===== src/rtl/mmu_regs_pkg.sv =====
package mmu_regs_pkg;
  localparam int DATA_W   = 32;
  localparam int OFF_W    = 4;
  localparam int NUM_RW   = 9;
  localparam int NUM_RO   = 3;
  localparam int INV_BIT  = 2;
  localparam int ASID_W   = 8;
  localparam int AST_W    = 4;
  localparam int EVT_W    = 11;

  localparam int IDX_CTRL    = 0;
  localparam int IDX_PTE_HI  = 1;
  localparam int IDX_PTE_LO  = 2;
  localparam int IDX_PTE_AST = 3;
  localparam int IDX_BASE    = 4;
  localparam int IDX_FAULT   = 5;
  localparam int IDX_TRAP    = 6;
  localparam int IDX_EXC     = 7;
  localparam int IDX_IRQ     = 8;
  localparam int IDX_RO0     = NUM_RW;
  localparam int IDX_LIMIT   = NUM_RW + NUM_RO;

  function automatic logic [DATA_W-1:0] keep_mask(input int idx);
    logic [DATA_W-1:0] m;
    m = '1;
    if (idx == IDX_CTRL)
      m[INV_BIT] = 1'b0;
    else if (idx == IDX_PTE_AST)
      m = {{(DATA_W-AST_W){1'b0}}, {AST_W{1'b1}}};
    else if (idx == IDX_TRAP || idx == IDX_EXC || idx == IDX_IRQ)
      m = {{(DATA_W-EVT_W){1'b0}}, {EVT_W{1'b1}}};
    return m;
  endfunction
endpackage


===== src/rtl/mmu_addr_decode.sv =====
module mmu_addr_decode
  import mmu_regs_pkg::*;
(
  input  logic             req_i,
  input  logic             we_i,
  input  logic [OFF_W-1:0] off_i,
  output logic [NUM_RW-1:0] rw_sel_o,
  output logic [NUM_RW-1:0] wr_sel_o,
  output logic [NUM_RO-1:0] ro_sel_o,
  output logic             unmapped_o
);
  for (genvar g = 0; g < NUM_RW; g++) begin : g_rw
    assign rw_sel_o[g] = req_i && (off_i == OFF_W'(g));
    assign wr_sel_o[g] = rw_sel_o[g] && we_i;
  end

  for (genvar g = 0; g < NUM_RO; g++) begin : g_ro
    assign ro_sel_o[g] = req_i && (off_i == OFF_W'(IDX_RO0 + g));
  end

  assign unmapped_o = req_i && (off_i >= OFF_W'(IDX_LIMIT));
endmodule


===== src/rtl/mmu_field_regs.sv =====
module mmu_field_regs
  import mmu_regs_pkg::*;
(
  input  logic                           clk_i,
  input  logic                           rst_ni,
  input  logic [NUM_RW-1:0]              wr_sel_i,
  input  logic [DATA_W-1:0]              wdata_i,
  output logic [NUM_RW-1:0][DATA_W-1:0]  regs_o
);
  for (genvar g = 0; g < NUM_RW; g++) begin : g_reg
    localparam logic [DATA_W-1:0] KEEP = keep_mask(g);
    logic [DATA_W-1:0] q;
    always_ff @(posedge clk_i or negedge rst_ni) begin
      if (!rst_ni)          q <= '0;
      else if (wr_sel_i[g]) q <= wdata_i & KEEP;
    end
    assign regs_o[g] = q;
  end
endmodule


===== src/rtl/mmu_side_effects.sv =====
module mmu_side_effects
  import mmu_regs_pkg::*;
(
  input  logic              clk_i,
  input  logic              rst_ni,
  input  logic              wr_ctrl_i,
  input  logic              wr_pteh_i,
  input  logic [DATA_W-1:0] wdata_i,
  input  logic [ASID_W-1:0] asid_i,
  output logic              inv_o,
  output logic              flush_o
);
  logic inv_q, flush_q;

  always_ff @(posedge clk_i or negedge rst_ni) begin
    if (!rst_ni) begin
      inv_q   <= 1'b0;
      flush_q <= 1'b0;
    end else begin
      inv_q   <= wr_ctrl_i && wdata_i[INV_BIT];
      // compare against the ID held before this write lands
      flush_q <= wr_pteh_i && (wdata_i[ASID_W-1:0] != asid_i);
    end
  end

  assign inv_o   = inv_q;
  assign flush_o = flush_q;
endmodule


===== src/rtl/mmu_reg_bank.sv =====
module mmu_reg_bank
  import mmu_regs_pkg::*;
#(
  parameter logic [DATA_W-1:0] PROC_VER  = 32'h0404_0205,
  parameter logic [DATA_W-1:0] CACHE_VER = 32'h2000_0000,
  parameter logic [DATA_W-1:0] PROC_REV  = 32'h0000_0113
) (
  input  logic              clk_i,
  input  logic              rst_ni,
  input  logic              req_i,
  input  logic              we_i,
  input  logic [OFF_W-1:0]  off_i,
  input  logic [DATA_W-1:0] wdata_i,
  output logic [DATA_W-1:0] rdata_o,
  output logic              err_o,
  output logic              tlb_inv_o,
  output logic              tlb_flush_o
);
  localparam logic [NUM_RO-1:0][DATA_W-1:0] RO_VALS = {PROC_REV, CACHE_VER, PROC_VER};

  logic [NUM_RW-1:0]             rw_sel, wr_sel;
  logic [NUM_RO-1:0]             ro_sel;
  logic                          unmapped;
  logic [NUM_RW-1:0][DATA_W-1:0] regs;
  logic [DATA_W-1:0]             rd_val, rdata_q;
  logic                          err_q;

  mmu_addr_decode i_dec (
    .req_i      (req_i),
    .we_i       (we_i),
    .off_i      (off_i),
    .rw_sel_o   (rw_sel),
    .wr_sel_o   (wr_sel),
    .ro_sel_o   (ro_sel),
    .unmapped_o (unmapped)
  );

  mmu_field_regs i_regs (
    .clk_i    (clk_i),
    .rst_ni   (rst_ni),
    .wr_sel_i (wr_sel),
    .wdata_i  (wdata_i),
    .regs_o   (regs)
  );

  mmu_side_effects i_fx (
    .clk_i     (clk_i),
    .rst_ni    (rst_ni),
    .wr_ctrl_i (wr_sel[IDX_CTRL]),
    .wr_pteh_i (wr_sel[IDX_PTE_HI]),
    .wdata_i   (wdata_i),
    .asid_i    (regs[IDX_PTE_HI][ASID_W-1:0]),
    .inv_o     (tlb_inv_o),
    .flush_o   (tlb_flush_o)
  );

  always_comb begin
    rd_val = '0;
    for (int i = 0; i < NUM_RW; i++)
      if (rw_sel[i]) rd_val = rd_val | regs[i];
    for (int j = 0; j < NUM_RO; j++)
      if (ro_sel[j]) rd_val = rd_val | RO_VALS[j];
  end

  always_ff @(posedge clk_i or negedge rst_ni) begin
    if (!rst_ni) begin
      rdata_q <= '0;
      err_q   <= 1'b0;
    end else begin
      rdata_q <= (req_i && !we_i) ? rd_val : '0;
      err_q   <= unmapped;
    end
  end

  assign rdata_o = rdata_q;
  assign err_o   = err_q;

  assert_inv_pulse_R1: assert property (@(posedge clk_i) disable iff (!rst_ni)
    (req_i && we_i && off_i == OFF_W'(IDX_CTRL) && wdata_i[INV_BIT]) |=> tlb_inv_o);
  assert_inv_cause_R1: assert property (@(posedge clk_i) disable iff (!rst_ni)
    tlb_inv_o |-> $past(req_i && we_i && off_i == OFF_W'(IDX_CTRL)));
  assert_ctrl_rd_R1: assert property (@(posedge clk_i) disable iff (!rst_ni)
    (req_i && !we_i && off_i == OFF_W'(IDX_CTRL)) |=> !rdata_o[INV_BIT]);
  assert_flush_cause_R2: assert property (@(posedge clk_i) disable iff (!rst_ni)
    tlb_flush_o |-> $past(req_i && we_i && off_i == OFF_W'(IDX_PTE_HI)));
  assert_ast_trunc_R3: assert property (@(posedge clk_i) disable iff (!rst_ni)
    (req_i && !we_i && off_i == OFF_W'(IDX_PTE_AST)) |=> (rdata_o[DATA_W-1:AST_W] == '0));
  assert_evt_trunc_R4: assert property (@(posedge clk_i) disable iff (!rst_ni)
    (req_i && !we_i && off_i >= OFF_W'(IDX_TRAP) && off_i <= OFF_W'(IDX_IRQ))
    |=> (rdata_o[DATA_W-1:EVT_W] == '0));
  assert_unmapped_R7: assert property (@(posedge clk_i) disable iff (!rst_ni)
    (req_i && off_i >= OFF_W'(IDX_LIMIT)) |=> (err_o && rdata_o == '0));
  assert_no_err_R7: assert property (@(posedge clk_i) disable iff (!rst_ni)
    !(req_i && off_i >= OFF_W'(IDX_LIMIT)) |=> !err_o);
  assert_idle_rdata_R9: assert property (@(posedge clk_i) disable iff (!rst_ni)
    !(req_i && !we_i) |=> (rdata_o == '0));
endmodule


===== config.mk =====
export PLATFORM = sky130hd
export DESIGN_NAME = mmu_reg_bank
export DESIGN_NICKNAME = d
export VERILOG_FILES = /design/src/rtl/mmu_regs_pkg.sv /design/src/rtl/mmu_addr_decode.sv /design/src/rtl/mmu_field_regs.sv /design/src/rtl/mmu_side_effects.sv /design/src/rtl/mmu_reg_bank.sv
export SDC_FILE = /design/constraint.sdc
export NUM_CORES = 1
export LEC_CHECK = 0
export BUFFER_PORTS_ARGS = -buffer_cell sky130_fd_sc_hd__buf_4
export CAP_MARGIN = 5
export CORE_MARGIN = 10
export CORE_UTILIZATION = 49
export DETAILED_ROUTE_END_ITERATION = 8
export PLACE_DENSITY = 0.73
export SLEW_MARGIN = 20
export SYNTH_ARGS = -nofsm -noshare
export SYNTH_HDL_FRONTEND = slang
export SYNTH_SLANG_ARGS = --single-unit
export TNS_END_PERCENT = 50

===== constraint.sdc =====
create_clock -name clk_i -period 1.6 [get_ports clk_i]
set_input_delay 0.08 -clock clk_i [delete_from_list [all_inputs] [get_ports clk_i]]
set_output_delay 0.08 -clock clk_i [all_outputs]
set_load 0.005 [all_outputs]

==> results of run 1 <==
==> per-layer routing <==
| metal | share of wire | vias up | global-route usage |
|---|---|---|---|
| met5 | 0 | - | 0 |
| met4 | 0.019 | 0 | 0.04918 |
| met3 | 0.053 | 38 | 0.03121 |
| met2 | 0.50 | 193 | 0.3180 |
| met1 | 0.43 | 3423 | 0.2596 |
| li1 | - | 2961 | - |
==> cells by family after synthesis <==
| kind of cell | Yosys count |
|---|---|
| flip-flops | 231 |
| AND/OR/NAND/NOR | 91 |
| AO/OA/AOI/OAI | 123 |
| XOR/XNOR | 8 |
| multiplexers | 225 |
| buffers and inverters | 59 |
==> critical path, cell delays in order, from the launching register on <==
cell and delay (ns):
dfrtp_1 0.35, or3b_2 0.46, a211oi_1 0.25, a221oi_1 0.11, a31oi_1 0.19
==> area by class of cell <==
class | count | area (um2) | share of cell area
multi-input cells | 447 | 4033 | 0.3217
flip-flops and latches | 231 | 5781 | 0.4612
repair buffers | 175 | 1506 | 0.1202
well taps | 270 | 337.8 | 0.02695
clock buffers | 35 | 713.2 | 0.05690
inverters | 4 | 15.01 | 0.001198
clock inverters | 9 | 148.9 | 0.01188
==> registers in the layout, indices dropped and copies added (netlist names) <==
| register | count |
|---|---|
| i_regs.g.q | 196 |
| rdata_o | 32 |
| err_o | 1 |
| i_fx.flush_o | 1 |
| i_fx.inv_o | 1 |
==> layout by cell type (no fill, tap or decap), types with 20 or more instances in the layout <==
master	instances
mux2i_1	23
clkbuf_16	25
mux2_4	30
a22oi_1	44
and2_1	20
dfrtp_1	231
dlygate4sd3_1	34
mux2_2	168
a21oi_1	29
buf_4	132
o21ai_0	20
nor2_1	28
==> metrics by stage <==
| step | instances | utilization | instance area [um2] | worst slack, ns |
|---|---|---|---|---|
| 2_1_floorplan | 737 | - | 10070 | 0.001976 |
| 3_3_place_gp | 1093 | 0.5600 | 11330 | -0.2550 |
| 3_5_place_dp | 1093 | 0.5600 | 11330 | -0.2611 |
| 4_1_cts | 1171 | 0.6195 | 12530 | 0.1564 |
| 5_1_grt | 1171 | 0.6195 | 12530 | 0.1038 |
| 6_report | 1171 | 0.6195 | 12530 | 0.1617 |
==> cell usage after synthesis (all sizes together), types with 7 or more instances <==
cell	number
a21oi	29
a22oi	44
a31oi	8
and2	20
buf	33
clkbuf	22
dfrtp	231
mux2	200
mux2i	23
nand2	10
nand2b	7
nor2	31
o21ai	20
xor2	8
==> report_power, final <==
part / internal, mW / switching [mW] / leakage, nW
clock: 3.74 / 2.27 / 0.427
combinational: 1.21 / 0.815 / 2.50
sequential: 6.83 / 0.539 / 2.99
==> path summary, 6_finish.rpt <==
| check | start | endpoint | slack, ns | cells past startpoint |
|---|---|---|---|---|
| setup / recovery | i_regs.g_reg[0].q[9] | rdata_o[9] | 0.16 | 4 |
| min in group asynchronous | rst_ni | i_regs.g_reg[1].q[7] | 0.12 | 2 |
| setup reg to reg | i_regs.g_reg[0].q[9] | rdata_o[9] | 0.16 | 4 |
| max in group asynchronous | rst_ni | i_regs.g_reg[1].q[10] | 0.81 | 3 |
| hold reg to reg | i_regs.g_reg[2].q[13] | i_regs.g_reg[2].q[13] | 0.50 | 1 |
| hold / removal | off_i[2] | err_o | 0.05 | 3 |
==> results.json, run 1 <==
{
  "status": "finished, final reports clean",
  "ir_worst_vdd_mv": 0.7634,
  "io_pins": 75,
  "drtIter0Drc": 409,
  "synth_top_area_frac": 0.5742,
  "yosys.area_share.simple": 0.04959,
  "synth_top_family_by_area": "multiplexers",
  "setup.worst_path.class": "register to register",
  "tightest_slew_ns": 0.5466,
  "cp-end-kind": "register",
  "synthXorXnorAreaFrac": 0.006960,
  "dr.pass1.iters": 5,
  "grt_max_degree": 65,
  "dpl.hpwl_um": 16930,
  "h-tree-depth": 1,
  "avgSynthCellArea_um2": 13.66,
  "rsz0062_at_grt": "no",
  "core_mm2": 0.02023,
  "layout-drive-gt1-share": 0.4329,
  "fin_crit_sh": 0.8989,
  "critical_path_arrival_ns": 1.88,
  "cts_buffer_depth": 3,
  "synth.distinct_cells": 42,
  "max_slew_margin": 0.6356,
  "num-nets-final": 924,
  "die_h_um": 163.3,
  "grt_pass1_vias": 7356,
  "clock_sinks": 231,
  "syn_inst": 737,
  "gp_congestion": 0.9011,
  "vias_per_cell": 5.649,
  "fmax_ghz": 0.6953,
  "num_vias": 6615,
  "cts_hold_buf": 34,
  "start_util": 0.4975,
  "fillers": 1473,
  "worstSetupStartpointType": "register",
  "ys_warn_count": 0,
  "clock_latency_ns": 0.52,
  "final_antenna_net_count": 0,
  "hold_class": "primary input to register",
  "p_total_mw": 15.40,
  "gr-total-overflow": 0,
  "n_antenna_cell": 0,
  "hold_violations": 0,
  "wire_per_inst_um": 21.80,
  "cts_setup_buffers": 0,
  "die_w_um": 163.3,
  "holdWs_ns": 0.04573,
  "postCtsResizedCells": 0,
  "power.density_mw_per_mm2": 1229,
  "slew_viol_final": 0,
  "cts_buffers": 25,
  "clockRootBuffer": "clkbuf_16",
  "ys_seq_area_frac": 0.5742,
  "synth-compound-area-share": 0.08041,
  "synth_seq_cells": 231,
  "grt_first_pass_wirelength_um": 41090,
  "syn_to_final_growth_pct": 24.51,
  "yosys.area_share.adder": 0,
  "finalClockSkew_ns": 0.007238,
  "drc": 0,
  "netlist_top_cells_area": "dfrtp_1 (57%), mux2_2 (19%), mux2_4 (4.5%)",
  "setup_viol": 0,
  "row_count": 52,
  "setup-tns-final_ns": 0,
  "design.die.area_mm2": 0.02668,
  "syn_area_mm2": 0.01007,
  "synth_edf_count": 0,
  "yosysTopAreaCell": "dfrtp_1",
  "synthFlopType": "dfrtp_1",
  "p_leak_nw": 5.923,
  "async_flop_share": 1.000,
  "crit_fanout": 2,
  "required_ns": 2.04,
  "track_usage": 0.1928,
  "layout_min_cycle_time_ns": 1.438,
  "synth_mux_area_frac": 0.2622,
  "clkTransAtPathRegs_ns": 0.06,
  "maxCapViolCount": 0,
  "antenna_found_initial": 0,
  "wirelength_um": 25530,
  "cts_tree": "done",
  "portBuffers": 74,
  "syn_nets": 777
}
(Power assumes the default switching activity.)
==> inputs of run 2 (changes only) <==
SYNTH_HIERARCHICAL = 1   (was default)
==> results.json, run 2 <==
{
  "drtIter0Drc": 520,
  "core_mm2": 0.02278,
  "required_ns": 1.97,
  "synth_edf_count": 0,
  "finalClockSkew_ns": 0.008945,
  "final_cell_mix": "dfrtp_1 (231), mux2_4 (120), buf_4 (119), conb_1 (92), mux2_2 (76)",
  "register_area_mm2": 0.005781,
  "top_register": "i_regs/g.q",
  "crit_path_cell_trace": "xor2_1 -> nor4_1 -> a21boi_1",
  "synthXorXnorAreaFrac": 0.006132,
  "slowest_stage": "dfrtp_1",
  "rsz0062_at_grt": "no",
  "syn_inst": 787,
  "worstSetupStartpointType": "register",
  "synth_top_family_by_area": "multiplexers",
  "synth.distinct_cells": 30,
  "fin_crit_sh": 0.8549,
  "synth_seq_cells": 231,
  "die_w_um": 172.7,
  "combPwrFrac": 0.135,
  "setup-tns-final_ns": 0,
  "synth-compound-area-share": 0.1336,
  "drc": 0,
  "yosys.area_share.adder": 0,
  "wire_per_inst_um": 21.46,
  "row_count": 55,
  "h-tree-depth": 1,
  "num_vias": 7000,
  "setup_viol": 0,
  "num-nets-final": 980,
  "hold_class": "primary input to asynchronous set/reset pin",
  "grt_max_degree": 70,
  "ys_warn_count": 6,
  "largest_reg_flops": 196,
  "crit_fanout": 3,
  "clkTransAtPathRegs_ns": 0.06,
  "hold_violations": 0,
  "path_delay_family": "flip-flops",
  "dr.pass1.iters": 8,
  "n_antenna_cell": 0,
  "grt_pass1_vias": 7501,
  "intPower_mw": 11.80,
  "layout_min_cycle_time_ns": 1.368,
  "postCtsResizedCells": 0,
  "synth_mux_area_frac": 0.2326,
  "power.density_mw_per_mm2": 1132,
  "ys_seq_area_frac": 0.5059,
  "cts_buffers": 26,
  "syn_area_mm2": 0.01143,
  "portBuffers": 74,
  "cp-end-kind": "register",
  "synth_top_area_frac": 0.5059,
  "multiInputGateArea_mm2": 0.004860,
  "stdcell_area_mm2": 0.01364,
  "clock_sinks": 231,
  "wirelength_um": 27160,
  "avgSynthCellArea_um2": 14.52,
  "cts_buffer_depth": 3,
  "yosys.area_share.simple": 0.01620,
  "critical_path_arrival_ns": 1.74,
  "fillers": 1746,
  "synth_common_cells": "dfrtp_1 (231), mux2_4 (120), buf_4 (101)",
  "crit_path_start": "i_regs/g_reg[1].q[0]",
  "setup.worst_path.class": "register to register",
  "fmax_ghz": 0.7311,
  "syn_to_final_growth_pct": 19.38,
  "maxCapViolCount": 0,
  "netlist_top_cells_area": "dfrtp_1 (51%), mux2_4 (16%), mux2_2 (7.5%)",
  "path_buf_inv": 0,
  "grt_first_pass_wirelength_um": 43750,
  "antenna_found_initial": 0,
  "dpl.hpwl_um": 17330,
  "p_sw_mw": 3.635,
  "cts_tree": "done",
  "p_clk_frac": 0.382,
  "design.die.area_mm2": 0.02983,
  "vias_per_cell": 5.529,
  "pwr-share-seq": 0.483,
  "final_common_cell": "dfrtp_1",
  "r2r_start": "i_regs/g_reg[1].q[0]",
  "p_leak_nw": 6.210,
  "async_flop_share": 1.000,
  "reg2reg_slack_ns": 0.23,
  "start_util": 0.5017,
  "slew_viol_final": 0,
  "die_h_um": 172.7,
  "gr-total-overflow": 0,
  "synth_most_common_cell": "dfrtp_1",
  "io_pins": 75,
  "layout-drive-gt1-share": 0.4407,
  "ir_worst_vdd_mv": 0.6005,
  "final_antenna_net_count": 0,
  "max_stage_delay_ns": 0.43,
  "track_usage": 0.1784,
  "clockRootBuffer": "clkbuf_16",
  "yosysTopAreaCell": "dfrtp_1",
  "synthFlopType": "dfrtp_1",
  "status": "finished, final reports clean",
  "p_sw_frac": 0.2354,
  "gp_congestion": 0.7744,
  "clock_latency_ns": 0.52,
  "postPlaceCellArea_mm2": 0.01246
}
==> run 2: cell types whose count changed after synthesis, sizes merged, moves of 21 or more <==
cell	previous run	this run
buf	33	136
a221oi	1	41
a22o	3	41
a31oi	8	32
mux2i	23	0
a21oi	29	8
a222oi	2	23
a22oi	44	23
==> run 2: metrics by stage <==
step                      worst slack (ns)    util  hold slack [ns]  power, mW  instances
after floorplan                     0.1384       -          -0.2156      8.942        878
after global placement            -0.06393  0.5470         -0.02739      9.419       1192
after detailed placement           -0.1124  0.5470         -0.02594      9.536       1192
after CTS                           0.2798  0.5989         0.006942      15.53       1266
after global routing                0.2383  0.5989          0.03054      16.08       1266
final                               0.2322  0.5989         0.006030      15.44       1266
==> run 2: area by class of cell <==
cell class / instances / share of cell area
sequential: 231 / 0.4237
multi-input combinational: 502 / 0.3562
timing repair buffer: 179 / 0.1290
clock buffer: 38 / 0.05916
tap: 313 / 0.02871
clock inverter: 3 / 0.003210
==> run 2: timing repair <==
| action | in CTS | in global routing |
|---|---|---|
| buffers inserted | 0 | 0 |
| endpoints found under the hold margin | 428 | 0 |
| hold buffers | 33 | 0 |
==> run 2: cells by family (layout without fill, tap and decap cells) <==
kind of cell / count (synthesis) / count (layout)
buf+inv: 145 / 220
xor+xnor: 8 / 8
compound gates: 170 / 170
other cells: 1 / 92
simple gates: 36 / 36
flops: 231 / 231
mux: 196 / 196
==> run 2: path summary, 6_finish.rpt <==
path / to / depth (start not counted)
setup / recovery: i_fx/flush_o / 3
hold / removal: i_regs/g_reg[6].q[5] / 2
setup reg to reg: i_fx/flush_o / 3
hold reg to reg: i_regs/g_reg[7].q[4] / 1
max in group asynchronous: rdata_o[22] / 3
min in group clk_i: err_o / 3
==> run 2: worst reg2reg max path, stage by stage, from the launching register on <==
cell and delay (ns):
dfrtp_1 0.43, xor2_1 0.19, nor4_1 0.42, a21boi_1 0.18
==> run 2: power by group through the flow <==
stage / combinational [mW] / clock [mW] / sequential, mW
5_1_grt: 2.26 / 6.25 / 7.57
6_report: 2.09 / 5.90 / 7.46
3_5_place_dp: 2.03 / 0 / 7.51
3_3_place_gp: 1.94 / 0 / 7.47
2_1_floorplan: 1.61 / 0 / 7.33
4_1_cts: 2.10 / 5.98 / 7.44
==> run 2: routing by layer <==
layer / wire [um] / vias up / global-route usage
li1: - / 3105 / -
met1: 12630 / 3649 / 0.2561
met2: 12590 / 216 / 0.2767
met3: 1603 / 30 / 0.03376
met4: 335 / 0 / 0.03378
met5: 0 / - / 0
==> inputs of run 3 (changes only) <==
CTS_BUF_LIST = sky130_fd_sc_hd__clkbuf_8   (was default)
==> results.json, run 3 (synthesis results as in run 2) <==
{
  "status": "finished, final reports clean",
  "setup-tns-final_ns": 0,
  "cts_setup_buffers": 0,
  "row_count": 55,
  "crit_fanout": 3,
  "vias_per_cell": 5.475,
  "start_util": 0.5017,
  "p_clk_frac": 0.365,
  "gp_congestion": 0.7744,
  "antenna_found_initial": 0,
  "grt_pass1_vias": 7595,
  "track_usage": 0.1803,
  "intPower_mw": 11.28,
  "critical_path_arrival_ns": 1.61,
  "layout_min_cycle_time_ns": 1.232,
  "portBuffers": 74,
  "slew_viol_final": 0,
  "dr.pass1.iters": 8,
  "worstHoldPathCells": 3,
  "h-tree-depth": 2,
  "place_inst": 1192,
  "setup.worst_path.class": "register to register",
  "cts_buffer_depth": 3,
  "final_antenna_net_count": 0,
  "power.density_mw_per_mm2": 1103,
  "num-nets-final": 995,
  "grt_first_pass_wirelength_um": 43930,
  "gr-total-overflow": 0,
  "ir_worst_vdd_mv": 0.4961,
  "wire_per_inst_um": 21.05,
  "clock_latency_ns": 0.53,
  "core_mm2": 0.02278,
  "worstSetupStartpointType": "register",
  "cts_tree": "done",
  "pwr-share-seq": 0.496,
  "combPwrFrac": 0.139,
  "design.die.area_mm2": 0.02983,
  "n_antenna_cell": 0,
  "final_common_cell": "dfrtp_1",
  "dpl.hpwl_um": 17330,
  "setup_viol": 0,
  "final_cell_mix": "dfrtp_1 (231), mux2_4 (120), buf_4 (119), conb_1 (92), mux2_2 (76)",
  "drc": 0,
  "clockRootBuffer": "clkbuf_8",
  "hold_class": "primary input to register",
  "drtIter0Drc": 635,
  "p_leak_nw": 6.269,
  "finalClockSkew_ns": 0.01085,
  "top_register": "i_regs/g.q",
  "hold_violations": 0,
  "cts_buffers": 40,
  "fin_crit_sh": 0.7699,
  "rsz0062_at_grt": "no",
  "wirelength_um": 27280,
  "largest_reg_flops": 196,
  "io_pins": 75,
  "maxCapViolCount": 0,
  "die_w_um": 172.7,
  "clkTransAtPathRegs_ns": 0.06,
  "syn_to_final_growth_pct": 19.11,
  "grt_max_degree": 70,
  "p_sw_frac": 0.2492,
  "required_ns": 1.98,
  "fin_cells": 1296,
  "fmax_ghz": 0.8118,
  "cp-end-kind": "register",
  "p_sw_mw": 3.743,
  "clock_sinks": 231,
  "reg2reg_depth": 3,
  "num_vias": 7096,
  "layout-drive-gt1-share": 0.4425,
  "die_h_um": 172.7
}
==> run 3: cell count changes in the layout (fill, tap and decap cells not counted) <==
cell           delta
clkbuf_8         +40
clkbuf_16        -27
inv_1            +16
clkbuf_1          -2
clkinv_2          +2
bufinv_16         +1
dlygate4sd3_1     +1
inv_6             -1
==> run 3: through the flow <==
stage	hold slack, ns	cell area, um2	util	total power, mW	setup slack, ns
after floorplan	-0.2156	11770	-	8.942	0.1384
after global placement	-0.02739	12460	0.5470	9.419	-0.06393
after detailed placement	-0.02594	12460	0.5470	9.536	-0.1124
after CTS	0.01426	13610	0.5975	15.11	0.3921
after global routing	0.02948	13610	0.5975	15.69	0.2671
final	0.02669	13610	0.5975	15.02	0.3681
==> run 3: final timing paths <==
kind                       slack [ns]                     to                  from
max                              0.37           i_fx/flush_o  i_regs/g_reg[1].q[7]
min                              0.03                  err_o                 req_i
max reg2reg                      0.37           i_fx/flush_o  i_regs/g_reg[1].q[7]
min reg2reg                      0.51   i_regs/g_reg[0].q[3]  i_regs/g_reg[0].q[3]
max in group asynchronous        0.40  i_regs/g_reg[2].q[22]                rst_ni
min in group asynchronous        0.55   i_regs/g_reg[6].q[5]                rst_ni
==> run 3: layout make-up <==
type / count / area [um2]
timing repair buffer: 180 / 1769
clock buffer: 49 / 674.4
fill: 1727 / 9168
sequential: 231 / 5781
clock inverter: 21 / 135.1
multi-input combinational: 502 / 4860
tap: 313 / 391.6
==> run 3: metal layers <==
metal / share of wire / GRT usage / vias up
met2: 0.46 / 0.2743 / 248
met5: 0 / 0 / -
li1: - / - / 3144
met1: 0.46 / 0.2551 / 3662
met3: 0.068 / 0.03986 / 42
met4: 0.016 / 0.04599 / 0
==> run 3: power groups by stage <==
stage / Sequential (mW) / Combinational [mW] / Clock, mW
floorplan: 7.33 / 1.61 / 0
global placement: 7.47 / 1.94 / 0
detailed placement: 7.51 / 2.03 / 0
CTS: 7.44 / 2.10 / 5.58
global route: 7.56 / 2.26 / 5.87
finish: 7.45 / 2.08 / 5.48
==> run 3: critical path, cell delays in order, from the launching register on <==
cell and delay [ns]:
dfrtp_1 0.41, xor2_1 0.18, nor4_1 0.32, a21boi_1 0.17
==> run 3: timing repair <==
action | in CTS | in global routing
hold endpoints to repair | 428 | 0
hold buffers | 34 | 0
resized for setup | 0 | 0
